`src/rtl/rx_irq_coalesce_pkg.sv`:
```
package rx_irq_coalesce_pkg;

  typedef enum logic [1:0] {
    CAUSE_GAP = 2'd0,
    CAUSE_CAP = 2'd1,
    CAUSE_FRC = 2'd2
  } irq_cause_e;

endpackage

```
`src/rtl/rxc_tick_gen.sv`:
```
module rxc_tick_gen #(
  parameter int TICK_DIV = 128
) (
  input  logic clk,
  input  logic rst_n,
  output logic tick_o
);
  localparam int CW = (TICK_DIV > 2) ? $clog2(TICK_DIV) : 1;
  localparam logic [CW-1:0] LAST = CW'(TICK_DIV - 1);
  localparam bit POW2 = ((TICK_DIV & (TICK_DIV - 1)) == 0);

  logic [CW-1:0] cnt_q;

  assign tick_o = (cnt_q == LAST);

  generate
    if (POW2) begin : g_wrap
      // power-of-two divide: natural wrap of the counter
      always_ff @(posedge clk) begin
        if (!rst_n) cnt_q <= '0;
        else        cnt_q <= cnt_q + 1'b1;
      end
    end else begin : g_cmp
      always_ff @(posedge clk) begin
        if (!rst_n)      cnt_q <= '0;
        else if (tick_o) cnt_q <= '0;
        else             cnt_q <= cnt_q + 1'b1;
      end
    end
  endgenerate


  tick_spacing_chk: assert property (@(posedge clk) disable iff (!rst_n)
    tick_o |=> !tick_o);

endmodule

```
`src/rtl/rxc_gap_timer.sv`:
```
module rxc_gap_timer #(
  parameter int DLY_W = 16
) (
  input  logic             clk,
  input  logic             rst_n,
  input  logic             tick_i,
  input  logic             pkt_i,
  input  logic             we_i,
  input  logic [DLY_W-1:0] wdata_i,
  input  logic             flush_i,
  input  logic             cap_fire_i,
  output logic             gap_fire_o,
  output logic             frc_fire_o
);
  logic [DLY_W-1:0] dly_q;
  logic [DLY_W-1:0] cnt_q;
  logic             run_q;
  logic             imm_fire;
  logic             exp_fire;

  assign imm_fire   = pkt_i && (dly_q == '0);
  assign exp_fire   = run_q && tick_i && (cnt_q == DLY_W'(1)) && !pkt_i;
  assign gap_fire_o = imm_fire || exp_fire;
  assign frc_fire_o = we_i && flush_i;

  always_ff @(posedge clk) begin
    if (!rst_n) dly_q <= '0;
    else if (we_i) dly_q <= wdata_i;
  end

  always_ff @(posedge clk) begin
    if (!rst_n) begin
      cnt_q <= '0;
      run_q <= 1'b0;
    end else if (cap_fire_i) begin
      // ceiling expiry: reload but hold
      cnt_q <= dly_q;
      run_q <= 1'b0;
    end else if (frc_fire_o) begin
      run_q <= 1'b0;
    end else if (pkt_i) begin
      if (dly_q == '0) begin
        run_q <= 1'b0;
      end else begin
        cnt_q <= dly_q;
        run_q <= 1'b1;
      end
    end else if (run_q && tick_i) begin
      if (cnt_q == DLY_W'(1)) run_q <= 1'b0;
      else                    cnt_q <= cnt_q - 1'b1;
    end
  end


  run_nonzero_chk: assert property (@(posedge clk) disable iff (!rst_n)
    run_q |-> (cnt_q != '0));


  cancel_halts_chk: assert property (@(posedge clk) disable iff (!rst_n)
    cap_fire_i |=> !run_q);

endmodule

```
`src/rtl/rxc_cap_timer.sv`:
```
module rxc_cap_timer #(
  parameter int DLY_W = 16
) (
  input  logic             clk,
  input  logic             rst_n,
  input  logic             tick_i,
  input  logic             pkt_i,
  input  logic             we_i,
  input  logic [DLY_W-1:0] wdata_i,
  input  logic             any_fire_i,
  output logic             cap_fire_o
);
  logic [DLY_W-1:0] dly_q;
  logic [DLY_W-1:0] cnt_q;
  logic             arm_q;

  assign cap_fire_o = arm_q && tick_i && (cnt_q == DLY_W'(1));

  always_ff @(posedge clk) begin
    if (!rst_n) dly_q <= '0;
    else if (we_i) dly_q <= wdata_i;
  end

  always_ff @(posedge clk) begin
    if (!rst_n) begin
      cnt_q <= '0;
      arm_q <= 1'b0;
    end else if (any_fire_i) begin
      arm_q <= 1'b0;
    end else if (we_i && (wdata_i == '0)) begin
      arm_q <= 1'b0;
    end else if (arm_q) begin
      if (tick_i) cnt_q <= cnt_q - 1'b1;
    end else if (pkt_i && (dly_q != '0)) begin
      cnt_q <= dly_q;
      arm_q <= 1'b1;
    end
  end


  cap_disabled_chk: assert property (@(posedge clk) disable iff (!rst_n)
    arm_q |-> (dly_q != '0));


  idle_after_fire_chk: assert property (@(posedge clk) disable iff (!rst_n)
    any_fire_i |=> !arm_q);

endmodule

```
`src/rtl/rx_irq_coalesce.sv`:
```
module rx_irq_coalesce
  import rx_irq_coalesce_pkg::*;
#(
  parameter int TICK_DIV = 128,
  parameter int DLY_W    = 16
) (
  input  logic             clk,
  input  logic             rst_n,
  input  logic             pkt_rcvd,
  input  logic             gap_dly_we,
  input  logic [DLY_W-1:0] gap_dly_wdata,
  input  logic             gap_flush_now,
  input  logic             cap_dly_we,
  input  logic [DLY_W-1:0] cap_dly_wdata,
  output logic             wb_flush_req,
  output logic             irq_pulse,
  output logic [1:0]       irq_cause
);
  logic       tick;
  logic       gap_fire;
  logic       frc_fire;
  logic       cap_fire;
  logic       any_fire;
  irq_cause_e cause_d;

  rxc_tick_gen #(.TICK_DIV(TICK_DIV)) u_tick (
    .clk    (clk),
    .rst_n  (rst_n),
    .tick_o (tick)
  );

  rxc_gap_timer #(.DLY_W(DLY_W)) u_gap (
    .clk        (clk),
    .rst_n      (rst_n),
    .tick_i     (tick),
    .pkt_i      (pkt_rcvd),
    .we_i       (gap_dly_we),
    .wdata_i    (gap_dly_wdata),
    .flush_i    (gap_flush_now),
    .cap_fire_i (cap_fire),
    .gap_fire_o (gap_fire),
    .frc_fire_o (frc_fire)
  );

  rxc_cap_timer #(.DLY_W(DLY_W)) u_cap (
    .clk        (clk),
    .rst_n      (rst_n),
    .tick_i     (tick),
    .pkt_i      (pkt_rcvd),
    .we_i       (cap_dly_we),
    .wdata_i    (cap_dly_wdata),
    .any_fire_i (any_fire),
    .cap_fire_o (cap_fire)
  );

  assign any_fire = cap_fire || frc_fire || gap_fire;

  always_comb begin
    if (cap_fire)      cause_d = CAUSE_CAP;
    else if (frc_fire) cause_d = CAUSE_FRC;
    else               cause_d = CAUSE_GAP;
  end

  always_ff @(posedge clk) begin
    if (!rst_n) begin
      irq_pulse    <= 1'b0;
      wb_flush_req <= 1'b0;
      irq_cause    <= 2'd0;
    end else begin
      irq_pulse    <= any_fire;
      wb_flush_req <= any_fire;
      irq_cause    <= any_fire ? cause_d : 2'd0;
    end
  end


  flush_with_irq_chk: assert property (@(posedge clk) disable iff (!rst_n)
    irq_pulse |-> wb_flush_req);


  cause_legal_chk: assert property (@(posedge clk) disable iff (!rst_n)
    irq_pulse |-> (irq_cause != 2'd3));


  cap_priority_chk: assert property (@(posedge clk) disable iff (!rst_n)
    cap_fire |=> (irq_pulse && irq_cause == 2'd1));

endmodule

```
`config.mk`:
```
export PLATFORM = sky130hd
export DESIGN_NAME = rx_irq_coalesce
export DESIGN_NICKNAME = d
export VERILOG_FILES = /design/src/rtl/rx_irq_coalesce_pkg.sv /design/src/rtl/rxc_tick_gen.sv /design/src/rtl/rxc_gap_timer.sv /design/src/rtl/rxc_cap_timer.sv /design/src/rtl/rx_irq_coalesce.sv
export SDC_FILE = /design/constraint.sdc
export NUM_CORES = 1
export LEC_CHECK = 0
export BUFFER_PORTS_ARGS = -buffer_cell sky130_fd_sc_hd__buf_2
export CAP_MARGIN = 40
export CORE_MARGIN = 2
export CORE_UTILIZATION = 60
export CTS_CLUSTER_DIAMETER = 40
export DETAILED_ROUTE_END_ITERATION = 10
export GPL_TIMING_DRIVEN = 1
export PLACE_DENSITY = 0.81
export SLEW_MARGIN = 30
export SYNTH_ARGS = -nofsm -noshare
export SYNTH_HDL_FRONTEND = slang
export SYNTH_HIERARCHICAL = 1
export SYNTH_SLANG_ARGS = --single-unit
```
`constraint.sdc`:
```
create_clock -name clk -period 8.1 [get_ports clk]
set_clock_uncertainty 0.15 [all_clocks]
set_input_delay 1.215 -clock clk [delete_from_list [all_inputs] [get_ports clk]]
set_output_delay 1.215 -clock clk [all_outputs]
set_load 0.03 [all_outputs]
```
==> impl_metrics.ini <==
[worst_setup_path]
r2r-start = u_tick/cnt_q[0]$_SDFF_PN0_
critical_path_class = in2reg
start_kind = primary input
crit_fanout = 19
worst-r2r-cell-count = 10
crit_end = u_cap/cnt_q[0]$_SDFFE_PN0P_
r2r_setup_slack_ns = 4.61
cp.arrival_ns = 3.84
startpoint = pkt_rcvd
critPathRequiredTime_ns = 8.21
rr_endpoint = u_cap/cnt_q[5]$_SDFFE_PN0P_
end_kind = flop

[grt]
grtUsageTotal_pct = 28.07
grt_pass1_wl_mm = 16.64
antenna_found_initial = 0
grt-ovfl-total = 0
grt_pass1_vias = 3387
grt_max_degree = 57

[timing]
timing.setup.tns_ns = 0
hold_viol = 0
max_freq_mhz = 268.3
worstMarginPinSlew_ns = 0.9075
min_period_ns = 3.727
slew_violations = 0
period_share_pct = 46.01
slew_headroom_pct = 39.50
hold_slack_ns = 0.3046
setup_viol = 0
grt_setup_unrepaired = no

[cts]
path_clk_slew_ns = 0.09
h-tree-depth = 3
clk_path_buf_depth = 2
root_buffer = clkbuf_8
cts_setup_buffers = 0
clk_latency_ns = 0.37
tritoncts = yes
cts_buffers = 9
cts_resized = 0
hold_buffers = 0
numClockSinks = 76

[logic_synthesis]
ys.flop_type = dfxtp_1
synth_cell_types = 65
ys_seq_area_share_pct = 37.76
synth_area_per_cell_um2 = 8.290
syn-num-nets = 529
yosysMostFrequentCell = dfxtp_1
yosysTopAreaCellShare_pct = 37.76
ys_ff_latch = 76
async_flop_share_pct = 0
yosys_warnings = 6
synth_edf_count = 0
syn_area_um2 = 4029
syn-instance-count = 486
yosys-top-cells-count = 76 x dfxtp_1, 53 x nor2_1, 46 x nand2_1, 35 x mux2i_1, 25 x clkbuf_1
synth_area_leaders = dfxtp_1 38%, mux2i_1 8.7%, nor2_1 4.9%
yosysTopAreaCell = dfxtp_1

[floorplan]
die_h_um = 85.95
rows = 29
io_pins = 42
die_w_um = 85.95
start_util_pct = 62.73
coreArea_um2 = 6422
die_area_um2 = 7387

[placement]
place.detailed.hpwl_mm = 6.855
gp_congestion = 0.8598
io_buffers = 41

[power_and_ir_drop]
p_leak_nw = 1.768
vdd_drop_max_mv = 0.1807
powerDensity_nw_per_um2 = 208.0

[status]
status = completed

[layout]
nets = 553
final.fill_count = 525
diodes = 0
drive_gt1_share_pct = 15.92
syn2layout_area_growth_pct = 10.03

[drt]
via_per_inst = 6.541
wl_per_cell_um = 17.28
drt_iter0_markers = 633
wl_mm = 10.23
drc_errors = 0
dr.pass1.iters = 5
drtAntennaViolNets = 0
vias = 3872

[run]
cap_violations = 0

[worst_hold_path]
hold_path.class = reg2reg
hp-start = u_tick/cnt_q[0]$_SDFF_PN0_
## worst max-delay path, stage by stage
cell and delay [ns]:
buf_2 0.21, nor4b_1 0.20, nand2_1 0.09, or3_1 0.26, o41ai_1 0.16, or3_1 0.34, inv_1 0.08, o221ai_2 0.33
or2_2 0.58, o311a_1 0.37
## stage by stage
| stage | total power, mW | std cells | setup slack (ns) | utilization, % | cell area, µm² |
|---|---|---|---|---|---|
| after global placement | 0.6408 | 573 | 4.122 | 65.52 | 4208 |
| after CTS | 0.9187 | 591 | 4.447 | 68.85 | 4422 |
| after detailed placement | 0.6490 | 575 | 4.071 | 66.00 | 4239 |
| final | 0.9220 | 592 | 4.373 | 69.02 | 4433 |
| after floorplan | 0.5951 | 486 | 4.536 | - | 4029 |
| after global routing | 0.9649 | 592 | 4.186 | 69.02 | 4433 |
## per-layer routing
metal,up-vias,part of all wire (%),GRT usage [%]
met5,-,0,0
met4,0,1.5,10.97
met3,21,9.3,5.294
met2,182,43,38.69
met1,1812,46,42.82
li1,1857,-,-
## flip-flops by register name (all words and copies together) (netlist names)
name and cells:
u_cap/cnt_q 16, u_cap/dly_q 16, u_gap/cnt_q 16, u_gap/dly_q 16, u_tick/cnt_q 7, irq_cause 2
irq_pulse 1, u_cap/arm_q 1, u_gap/run_q 1
## cells by family (layout without fill, tap and decap cells)
| kind of cell | after synthesis | count (layout) | synth area share [%] |
|---|---|---|---|
| and+or+nand+nor | 196 | 196 | 24.10 |
| AOI/OAI and AO/OA | 121 | 121 | 22.08 |
| DFF | 76 | 76 | 37.76 |
| buffers and inverters | 50 | 79 | 5.155 |
| muxes | 35 | 35 | 8.696 |
| adders and majority gates | 5 | 5 | 1.553 |
| xor gates and xnor gates | 3 | 3 | 0.6523 |
## power breakdown
| group | switching, mW | total (mW) | leakage, nW | internal, mW |
|---|---|---|---|---|
| Sequential | 0.0274 | 0.426 | 0.623 | 0.399 |
| Clock | 0.157 | 0.273 | 0.0868 | 0.115 |
| Combinational | 0.133 | 0.223 | 1.06 | 0.0896 |
| Total | 0.318 | 0.922 | 1.77 | 0.604 |
## cell type report
| type | instances | area, µm² | share of cell area [%] |
|---|---|---|---|
| multi-input combinational | 360 | 2317 | 52.27 |
| sequential | 76 | 1521 | 34.32 |
| clock buffer | 9 | 123.9 | 2.794 |
| inverter | 17 | 63.81 | 1.439 |
| tap | 77 | 96.34 | 2.173 |
| timing repair buffer | 46 | 251.5 | 5.673 |
| clock inverter | 7 | 58.81 | 1.327 |
## layout by cell type, fill, tap and decap left out, types with 8 or more instances in the layout
cell | Yosys | final
o311ai_0 | 8 | 8
o31ai_1 | 12 | 12
a21oi_1 | 18 | 18
or3_1 | 10 | 10
inv_1 | 16 | 16
dfxtp_1 | 76 | 76
nor3_1 | 24 | 24
nor4_1 | 12 | 11
buf_2 | 4 | 42
o22ai_1 | 11 | 11
nand3_1 | 18 | 18
nor2_1 | 53 | 52
clkbuf_8 | 0 | 9
o21ai_0 | 15 | 15
nand2_1 | 46 | 46
mux2i_1 | 35 | 35
## how the worst min path moves through the flow
stage,to,slack (ns),cells after the start
3_3_place_gp,u_tick/cnt_q[0]$_SDFF_PN0_,0.28,1
3_5_place_dp,u_tick/cnt_q[0]$_SDFF_PN0_,0.30,1
5_1_grt,u_tick/cnt_q[0]$_SDFF_PN0_,0.35,1
2_1_floorplan,u_tick/cnt_q[0]$_SDFF_PN0_,0.27,1
6_report,u_tick/cnt_q[0]$_SDFF_PN0_,0.30,1
4_1_cts,u_tick/cnt_q[0]$_SDFF_PN0_,0.31,1
Note: power is estimated with default switching activity, not from simulation.
